==> src/rtl/intack_pkg.sv <==
package intack_pkg;

   typedef enum logic [1:0] {
      ST_IDLE    = 2'd0,
      ST_ARMED   = 2'd1,
      ST_SEQ     = 2'd2,
      ST_RECOVER = 2'd3
   } seq_state_e;

   localparam int unsigned PULSE_CNT_W = 2;
   localparam logic [PULSE_CNT_W-1:0] CALL_LAST_PULSE = 2'd3;
   localparam logic [PULSE_CNT_W-1:0] PTR_LAST_PULSE  = 2'd2;

   function automatic logic [PULSE_CNT_W-1:0] last_pulse(input logic ptr_style);
      return ptr_style ? PTR_LAST_PULSE : CALL_LAST_PULSE;
   endfunction

endpackage

==> src/rtl/intack_edge_det.sv <==
module intack_edge_det #(
   parameter int unsigned SYNC_STAGES = 2
) (
   input  logic clk,
   input  logic rst_n,
   input  logic ack_n_in,
   output logic ack_low,
   output logic ack_fall,
   output logic ack_rise
);

   logic synced;
   logic prev_q;

   generate
      if (SYNC_STAGES == 0) begin : g_nosync
         assign synced = ack_n_in;
      end else if (SYNC_STAGES == 1) begin : g_sync1
         logic stage_q;
         always_ff @(posedge clk or negedge rst_n) begin
            if (!rst_n) stage_q <= 1'b1;
            else        stage_q <= ack_n_in;
         end
         assign synced = stage_q;
      end else begin : g_syncn
         logic [SYNC_STAGES-1:0] chain_q;
         always_ff @(posedge clk or negedge rst_n) begin
            if (!rst_n) chain_q <= '1;
            else        chain_q <= {chain_q[SYNC_STAGES-2:0], ack_n_in};
         end
         assign synced = chain_q[SYNC_STAGES-1];
      end
   endgenerate

   always_ff @(posedge clk or negedge rst_n) begin
      if (!rst_n) prev_q <= 1'b1;
      else        prev_q <= synced;
   end

   assign ack_low  = ~prev_q;
   assign ack_fall = prev_q & ~synced;
   assign ack_rise = ~prev_q & synced;

endmodule

==> src/rtl/intack_seq_fsm.sv <==
module intack_seq_fsm
   import intack_pkg::*;
#(
   parameter int unsigned LEVEL_W = 3
) (
   input  logic                   clk,
   input  logic                   rst_n,
   input  logic                   req_valid,
   input  logic [LEVEL_W-1:0]     req_level,
   input  logic                   mode16_in,
   input  logic                   ack_fall,
   input  logic                   ack_rise,
   output logic                   cpu_int,
   output logic                   in_seq,
   output logic [PULSE_CNT_W-1:0] pulse_idx,
   output logic [LEVEL_W-1:0]     level_q,
   output logic                   mode16_q,
   output logic                   latch_stb,
   output logic                   done_stb
);

   localparam logic [LEVEL_W-1:0] SPURIOUS_LEVEL = '1;

   seq_state_e             state_q;
   logic [PULSE_CNT_W-1:0] cnt_q;
   logic                   at_last;

   assign at_last = (cnt_q == last_pulse(mode16_q));

   always_ff @(posedge clk or negedge rst_n) begin
      if (!rst_n) begin
         state_q   <= ST_IDLE;
         cnt_q     <= '0;
         level_q   <= '0;
         mode16_q  <= 1'b0;
         latch_stb <= 1'b0;
         done_stb  <= 1'b0;
      end else begin
         latch_stb <= 1'b0;
         done_stb  <= 1'b0;
         unique case (state_q)
            ST_IDLE: begin
               if (req_valid) state_q <= ST_ARMED;
            end
            ST_ARMED: begin
               if (ack_fall) begin
                  state_q   <= ST_SEQ;
                  cnt_q     <= PULSE_CNT_W'(1);
                  level_q   <= req_valid ? req_level : SPURIOUS_LEVEL;
                  mode16_q  <= mode16_in;
                  latch_stb <= 1'b1;
               end
            end
            ST_SEQ: begin
               if (ack_fall && !at_last) begin
                  cnt_q <= cnt_q + PULSE_CNT_W'(1);
               end else if (ack_rise && at_last) begin
                  state_q  <= ST_RECOVER;
                  cnt_q    <= '0;
                  done_stb <= 1'b1;
               end
            end
            ST_RECOVER: begin
               state_q <= ST_IDLE;
            end
            default: state_q <= ST_IDLE;
         endcase
      end
   end

   assign cpu_int   = (state_q == ST_ARMED) || (state_q == ST_SEQ);
   assign in_seq    = (state_q == ST_SEQ);
   assign pulse_idx = cnt_q;

endmodule

==> src/rtl/intack_byte_gen.sv <==
module intack_byte_gen
   import intack_pkg::*;
#(
   parameter int unsigned LEVEL_W     = 3,
   parameter int unsigned DATA_W      = 8,
   parameter logic [7:0]  CALL_OPCODE = 8'hCD,
   parameter int unsigned STEP_LO_LOG2 = 2,
   parameter int unsigned STEP_HI_LOG2 = 3,
   parameter bit          ADDR_ADDITIVE = 1'b1,
   localparam int unsigned ADDR_W     = 2 * DATA_W,
   localparam int unsigned PTR_HI_W   = DATA_W - LEVEL_W
) (
   input  logic                   active,
   input  logic                   mode16,
   input  logic [PULSE_CNT_W-1:0] pulse_idx,
   input  logic [LEVEL_W-1:0]     level,
   input  logic                   step_hi,
   input  logic [ADDR_W-1:0]      call_base,
   input  logic [PTR_HI_W-1:0]    ptr_hi,
   output logic                   oe,
   output logic [DATA_W-1:0]      data
);

   localparam int unsigned ADDR_BYTES = ADDR_W / DATA_W;

   logic [ADDR_W-1:0] lvl_ext;
   logic [ADDR_W-1:0] offset;
   logic [ADDR_W-1:0] routine_addr;
   logic [DATA_W-1:0] addr_byte [ADDR_BYTES];
   logic [DATA_W-1:0] ptr_byte;
   logic [DATA_W-1:0] sel_byte;
   logic              has_data;

   assign lvl_ext = ADDR_W'(level);
   assign offset  = step_hi ? (lvl_ext << STEP_HI_LOG2) : (lvl_ext << STEP_LO_LOG2);

   generate
      if (ADDR_ADDITIVE) begin : g_add
         assign routine_addr = call_base + offset;
      end else begin : g_merge
         assign routine_addr = call_base | offset;
      end

      for (genvar b = 0; b < ADDR_BYTES; b++) begin : g_bytes
         assign addr_byte[b] = routine_addr[b*DATA_W +: DATA_W];
      end
   endgenerate

   assign ptr_byte = {ptr_hi, level};

   always_comb begin
      sel_byte = '0;
      has_data = 1'b0;
      if (mode16) begin
         if (pulse_idx == PTR_LAST_PULSE) begin
            sel_byte = ptr_byte;
            has_data = 1'b1;
         end
      end else begin
         unique case (pulse_idx)
            2'd1: begin sel_byte = DATA_W'(CALL_OPCODE); has_data = 1'b1; end
            2'd2: begin sel_byte = addr_byte[0];         has_data = 1'b1; end
            2'd3: begin sel_byte = addr_byte[1];         has_data = 1'b1; end
            default: begin sel_byte = '0;                has_data = 1'b0; end
         endcase
      end
   end

   assign oe   = active & has_data;
   assign data = oe ? sel_byte : '0;

endmodule

==> src/rtl/intack_vector_seq.sv <==
module intack_vector_seq
   import intack_pkg::*;
#(
   parameter int unsigned LEVEL_W       = 3,
   parameter int unsigned DATA_W        = 8,
   parameter int unsigned SYNC_STAGES   = 2,
   parameter logic [7:0]  CALL_OPCODE   = 8'hCD,
   parameter int unsigned STEP_LO_LOG2  = 2,
   parameter int unsigned STEP_HI_LOG2  = 3,
   parameter bit          ADDR_ADDITIVE = 1'b1,
   localparam int unsigned ADDR_W       = 2 * DATA_W,
   localparam int unsigned PTR_HI_W     = DATA_W - LEVEL_W
) (
   input  logic                clk,
   input  logic                rst_n,
   input  logic                cfg_mode16,
   input  logic                cfg_step8,
   input  logic [ADDR_W-1:0]   cfg_call_base,
   input  logic [PTR_HI_W-1:0] cfg_ptr_hi,
   input  logic                req_valid,
   input  logic [LEVEL_W-1:0]  req_level,
   input  logic                ack_n,
   output logic                cpu_int,
   output logic                vec_oe,
   output logic [DATA_W-1:0]   vec_data,
   output logic                latch_stb,
   output logic [LEVEL_W-1:0]  ack_level,
   output logic                done_stb
);

   generate
      if (LEVEL_W < 1 || LEVEL_W >= DATA_W) begin : g_bad_level
         $error("intack_vector_seq: LEVEL_W must be in 1..DATA_W-1");
      end
      if (DATA_W != 8) begin : g_bad_data
         $error("intack_vector_seq: DATA_W must be 8");
      end
      if (STEP_HI_LOG2 + LEVEL_W > ADDR_W || STEP_LO_LOG2 > STEP_HI_LOG2) begin : g_bad_step
         $error("intack_vector_seq: spacing parameters out of range");
      end
   endgenerate

   logic                   ack_low;
   logic                   ack_fall;
   logic                   ack_rise;
   logic                   in_seq;
   logic [PULSE_CNT_W-1:0] pulse_idx;
   logic                   mode16_q;

   intack_edge_det #(
      .SYNC_STAGES (SYNC_STAGES)
   ) u_edge (
      .clk      (clk),
      .rst_n    (rst_n),
      .ack_n_in (ack_n),
      .ack_low  (ack_low),
      .ack_fall (ack_fall),
      .ack_rise (ack_rise)
   );

   intack_seq_fsm #(
      .LEVEL_W (LEVEL_W)
   ) u_fsm (
      .clk       (clk),
      .rst_n     (rst_n),
      .req_valid (req_valid),
      .req_level (req_level),
      .mode16_in (cfg_mode16),
      .ack_fall  (ack_fall),
      .ack_rise  (ack_rise),
      .cpu_int   (cpu_int),
      .in_seq    (in_seq),
      .pulse_idx (pulse_idx),
      .level_q   (ack_level),
      .mode16_q  (mode16_q),
      .latch_stb (latch_stb),
      .done_stb  (done_stb)
   );

   intack_byte_gen #(
      .LEVEL_W       (LEVEL_W),
      .DATA_W        (DATA_W),
      .CALL_OPCODE   (CALL_OPCODE),
      .STEP_LO_LOG2  (STEP_LO_LOG2),
      .STEP_HI_LOG2  (STEP_HI_LOG2),
      .ADDR_ADDITIVE (ADDR_ADDITIVE)
   ) u_bytes (
      .active    (in_seq & ack_low),
      .mode16    (mode16_q),
      .pulse_idx (pulse_idx),
      .level     (ack_level),
      .step_hi   (cfg_step8),
      .call_base (cfg_call_base),
      .ptr_hi    (cfg_ptr_hi),
      .oe        (vec_oe),
      .data      (vec_data)
   );

endmodule

==> config.mk <==
export PLATFORM = sky130hd
export DESIGN_NAME = intack_vector_seq
export DESIGN_NICKNAME = d
export VERILOG_FILES = /design/src/rtl/intack_pkg.sv /design/src/rtl/intack_edge_det.sv /design/src/rtl/intack_seq_fsm.sv /design/src/rtl/intack_byte_gen.sv /design/src/rtl/intack_vector_seq.sv
export SDC_FILE = /design/constraint.sdc
export NUM_CORES = 1
export LEC_CHECK = 0
export ABC_AREA = 1
export BUFFER_PORTS_ARGS = -buffer_cell sky130_fd_sc_hd__clkbuf_2
export CORE_MARGIN = 3
export CORE_UTILIZATION = 50
export CTS_CLUSTER_DIAMETER = 50
export DETAILED_ROUTE_END_ITERATION = 10
export MAX_ROUTING_LAYER = met4
export PLACE_DENSITY_LB_ADDON = 0.08
export SETUP_SLACK_MARGIN = 0.02
export SLEW_MARGIN = 10
export SYNTH_ARGS = -nofsm -noshare
export SYNTH_HDL_FRONTEND = slang
export SYNTH_SLANG_ARGS = --single-unit
==> constraint.sdc <==
create_clock -name clk -period 3.3 [get_ports clk]
set_input_delay 0.33 -clock clk [delete_from_list [all_inputs] [get_ports clk]]
set_output_delay 0.33 -clock clk [all_outputs]
set_load 0.05 [all_outputs]
==> reports/qor.yml <==
critPathCaptureType: "output port"
worst_ir_drop_vdd_mv: 0.8093
syn_area_mm2: 0.001429
antenna_found_initial: 0
dr.first_iter.drc_count: 85
slew_headroom_pct: 71.35
rows: 18
cts_made_buffers: 3
fin_nets: 315
place_area_mm2: 0.001639
timing.final.hold_violations: 0
fp.coreArea_mm2: 0.002590
intPower_uw: 508.8
grt_use_total_pct: 20.69
final_area_mm2: 0.001677
gr-usage-met1_pct: 31.06
ys_async_sr_fraction_pct: 100.0
area_growth_pct: 17.34
routabilityCongestion: 0.8953
skew_ns: 0.0007684
htreeDepth: 1
n_antenna_cell: 0
p_seq_share_pct: 22.5
wire_per_inst_um: 11.02
tightestPinTransition_ns: 0.4282
initial_core_util_pct: 55.17
clock_power_share_pct: 8.1
dr.pass1.iters: 4
grt_start_max_net_pins: 14
start_kind: "flip-flop"
post-cts-setup-buffers: 0
worstSetupPathType: "reg2out"
cellPowerDensity_mw_per_mm2: 730.3
switching_share_pct: 58.45
drc: 0
overflow: 0
setup_violations: 0
synth_flop_cell: "dfrtp_1"
synthTopCellsByArea: "dfrtp_1, nand2_1, ha_1"
cap_violations: 0
fin_crit_ns: 2.898
grt.busiest_layer: "met1"
comb_power_share_pct: 69.4
grtUsageMet2_pct: 29.33
synth_edf_count: 0
layout-drive-gt1-share_pct: 24.91
max_freq_mhz: 345.1
cts_sinks: 13
switchingPower_uw: 715.7
critical_path_arrival_ns: 2.57
yosys.area.top_type_share_pct: 17.51
synth.net_count: 269
finalCritPeriodShare_pct: 87.82
synth_largest_area_cell: "dfrtp_1"
ys_seq_area_share_pct: 23.03
p_leak_uw: 0.0008903
worst_hold_slack_ns: 0.1229
postRouteAntennaNets: 0
cts-root-buf: "clkbuf_4"
clk_latency_ns: 0.28
synth_cells: 228
viasPerCell: 5.099
layout_commonest_cell: "nand2_1"
multi_input_area_um2: 924.6
power_uw: 1224
dp_hpwl_um: 2764
slowest_delay_ns: 0.43
drt-total-wl_um: 3338
grt_pass1_vias: 1282
cp_slowest_cell: "fa_1"
clk_pin_slew_ns: 0.08
fillCellCount: 269
hp-class: "in2reg"
crit_fanout: 8
mostFrequentLayoutCells: "nand2_1, clkbuf_2, inv_1, a21oi_1"
yosysWarnings: 0
finalWorstSetupSlack_ns: 0.4021
finalMaxSlewViolations: 0
die_x_um: 59.46
crit_chain: "inv_1 > nor2_1 > ha_1 > inv_1 > fa_1 > o21ai_4 > a21oi_1 > o21ai_0 > nand2_1 > a21oi_1 > clkbuf_2"
grt_pass1_wl_um: 5526
vias: 1545
clock_path_buffers: 2
fp.dieArea_mm2: 0.003535
place_ws_ns: 0.6915
syn_area_per_cell_um2: 6.267
port_buffers: 44
hp-start: "ack_n"
crit_start: "u_fsm.level_q[0]"
worstReg2RegStart: "u_fsm.mode16_q"
critical_path_required_ns: 2.97
rsz0062_at_grt: "false"
ys_types: 29
cts_tree: "built"
ys_ff_latch: 13
io_pins: 45
regArea_um2: 329.1
grt_use_met3_pct: 5.011
die_y_um: 59.46
tns_ns: 0
status: "finished clean"
[sequential cells by signal, indices dropped and copies added (netlist names)]
signal                  cells
u_fsm.level_q               3
u_edge.g_syncn.chain_q      2
u_fsm.pulse_idx             2
u_fsm.state_q               2
u_edge.prev_q               1
u_fsm.done_stb              1
u_fsm.latch_stb             1
u_fsm.mode16_q              1
[cell usage after synthesis, types with 2 or more instances]
cell type / instances
buf_6: 2
inv_1: 29
o21ai_1: 4
inv_2: 4
dfstp_2: 3
nor2_2: 3
a21oi_1: 23
nand3_1: 20
a21oi_2: 2
nor2_1: 20
nand3b_1: 2
dfrtp_1: 10
nand2_1: 66
nand2_2: 3
o21ai_0: 14
ha_1: 10
[cell families (layout without fill, tap and decap cells)]
family                     after synthesis  in the layout  share of synthesized area, %
AOI/OAI and AO/OA                       45             45                         17.34
buffers and inverters                   38             83                         12.26
DFF                                     13             13                         23.03
adders and majority gates               11             11                         10.16
and+or+nand+nor                        121            121                         37.22
[worst max-delay path: cells and delay by family (launching register included)]
kind / cells / cell delay [ns]
compound gates: 4 / 0.69
fa+ha+maj: 2 / 0.60
buf+inv: 3 / 0.43
flops: 1 / 0.39
simple gates: 2 / 0.17
[path summary, 6_finish.rpt]
check | to | slack [ns] | cells after the start
setup / recovery | vec_data[2] | 0.40 | 11
hold / removal | u_edge.g_syncn.chain_q[0] | 0.12 | 1
setup reg to reg | u_fsm.pulse_idx[0] | 1.71 | 7
hold reg to reg | u_edge.g_syncn.chain_q[1] | 0.36 | 0
max in group asynchronous | u_edge.g_syncn.chain_q[0] | 2.55 | 2
min in group asynchronous | u_fsm.done_stb | 0.47 | 2
[power groups by stage]
stage                     clock, uW  sequential (uW)  combinational, uW
after global routing            111              283                948
final                          99.0              275                850
after global placement            0              276                844
after floorplan                   0              325                654
after detailed placement          0              276                844
after CTS                       103              273                852
[final cells by class]
type                    count  area share (%)
multi-input cells         177           55.15
repair buffers             45           13.73
clock inverters             1          0.2985
flip-flops and latches     13           19.63
well taps                  30           2.239
clock buffers               3           1.343
inverters                  34           7.612
[metal layers]
metal / vias up / routed length [um] / share of wire (%)
li1: 822 / - / -
met1: 661 / 1741 / 52
met2: 62 / 1318 / 39
met3: 0 / 278 / 8.3
met4: 0 / 0 / 0
met5: - / 0 / 0
[per-stage QoR]
stage,util [%],instances
after floorplan,-,228
after global placement,63.29,298
final,64.73,303
after CTS,64.73,303
after global routing,64.73,303
after detailed placement,63.29,298
[timing repair]
item,in CTS,in global routing
endpoints found under the hold margin,10,0
hold buffers,1,0
gates resized for setup,0,0
Note: power is estimated with default switching activity, not from simulation.
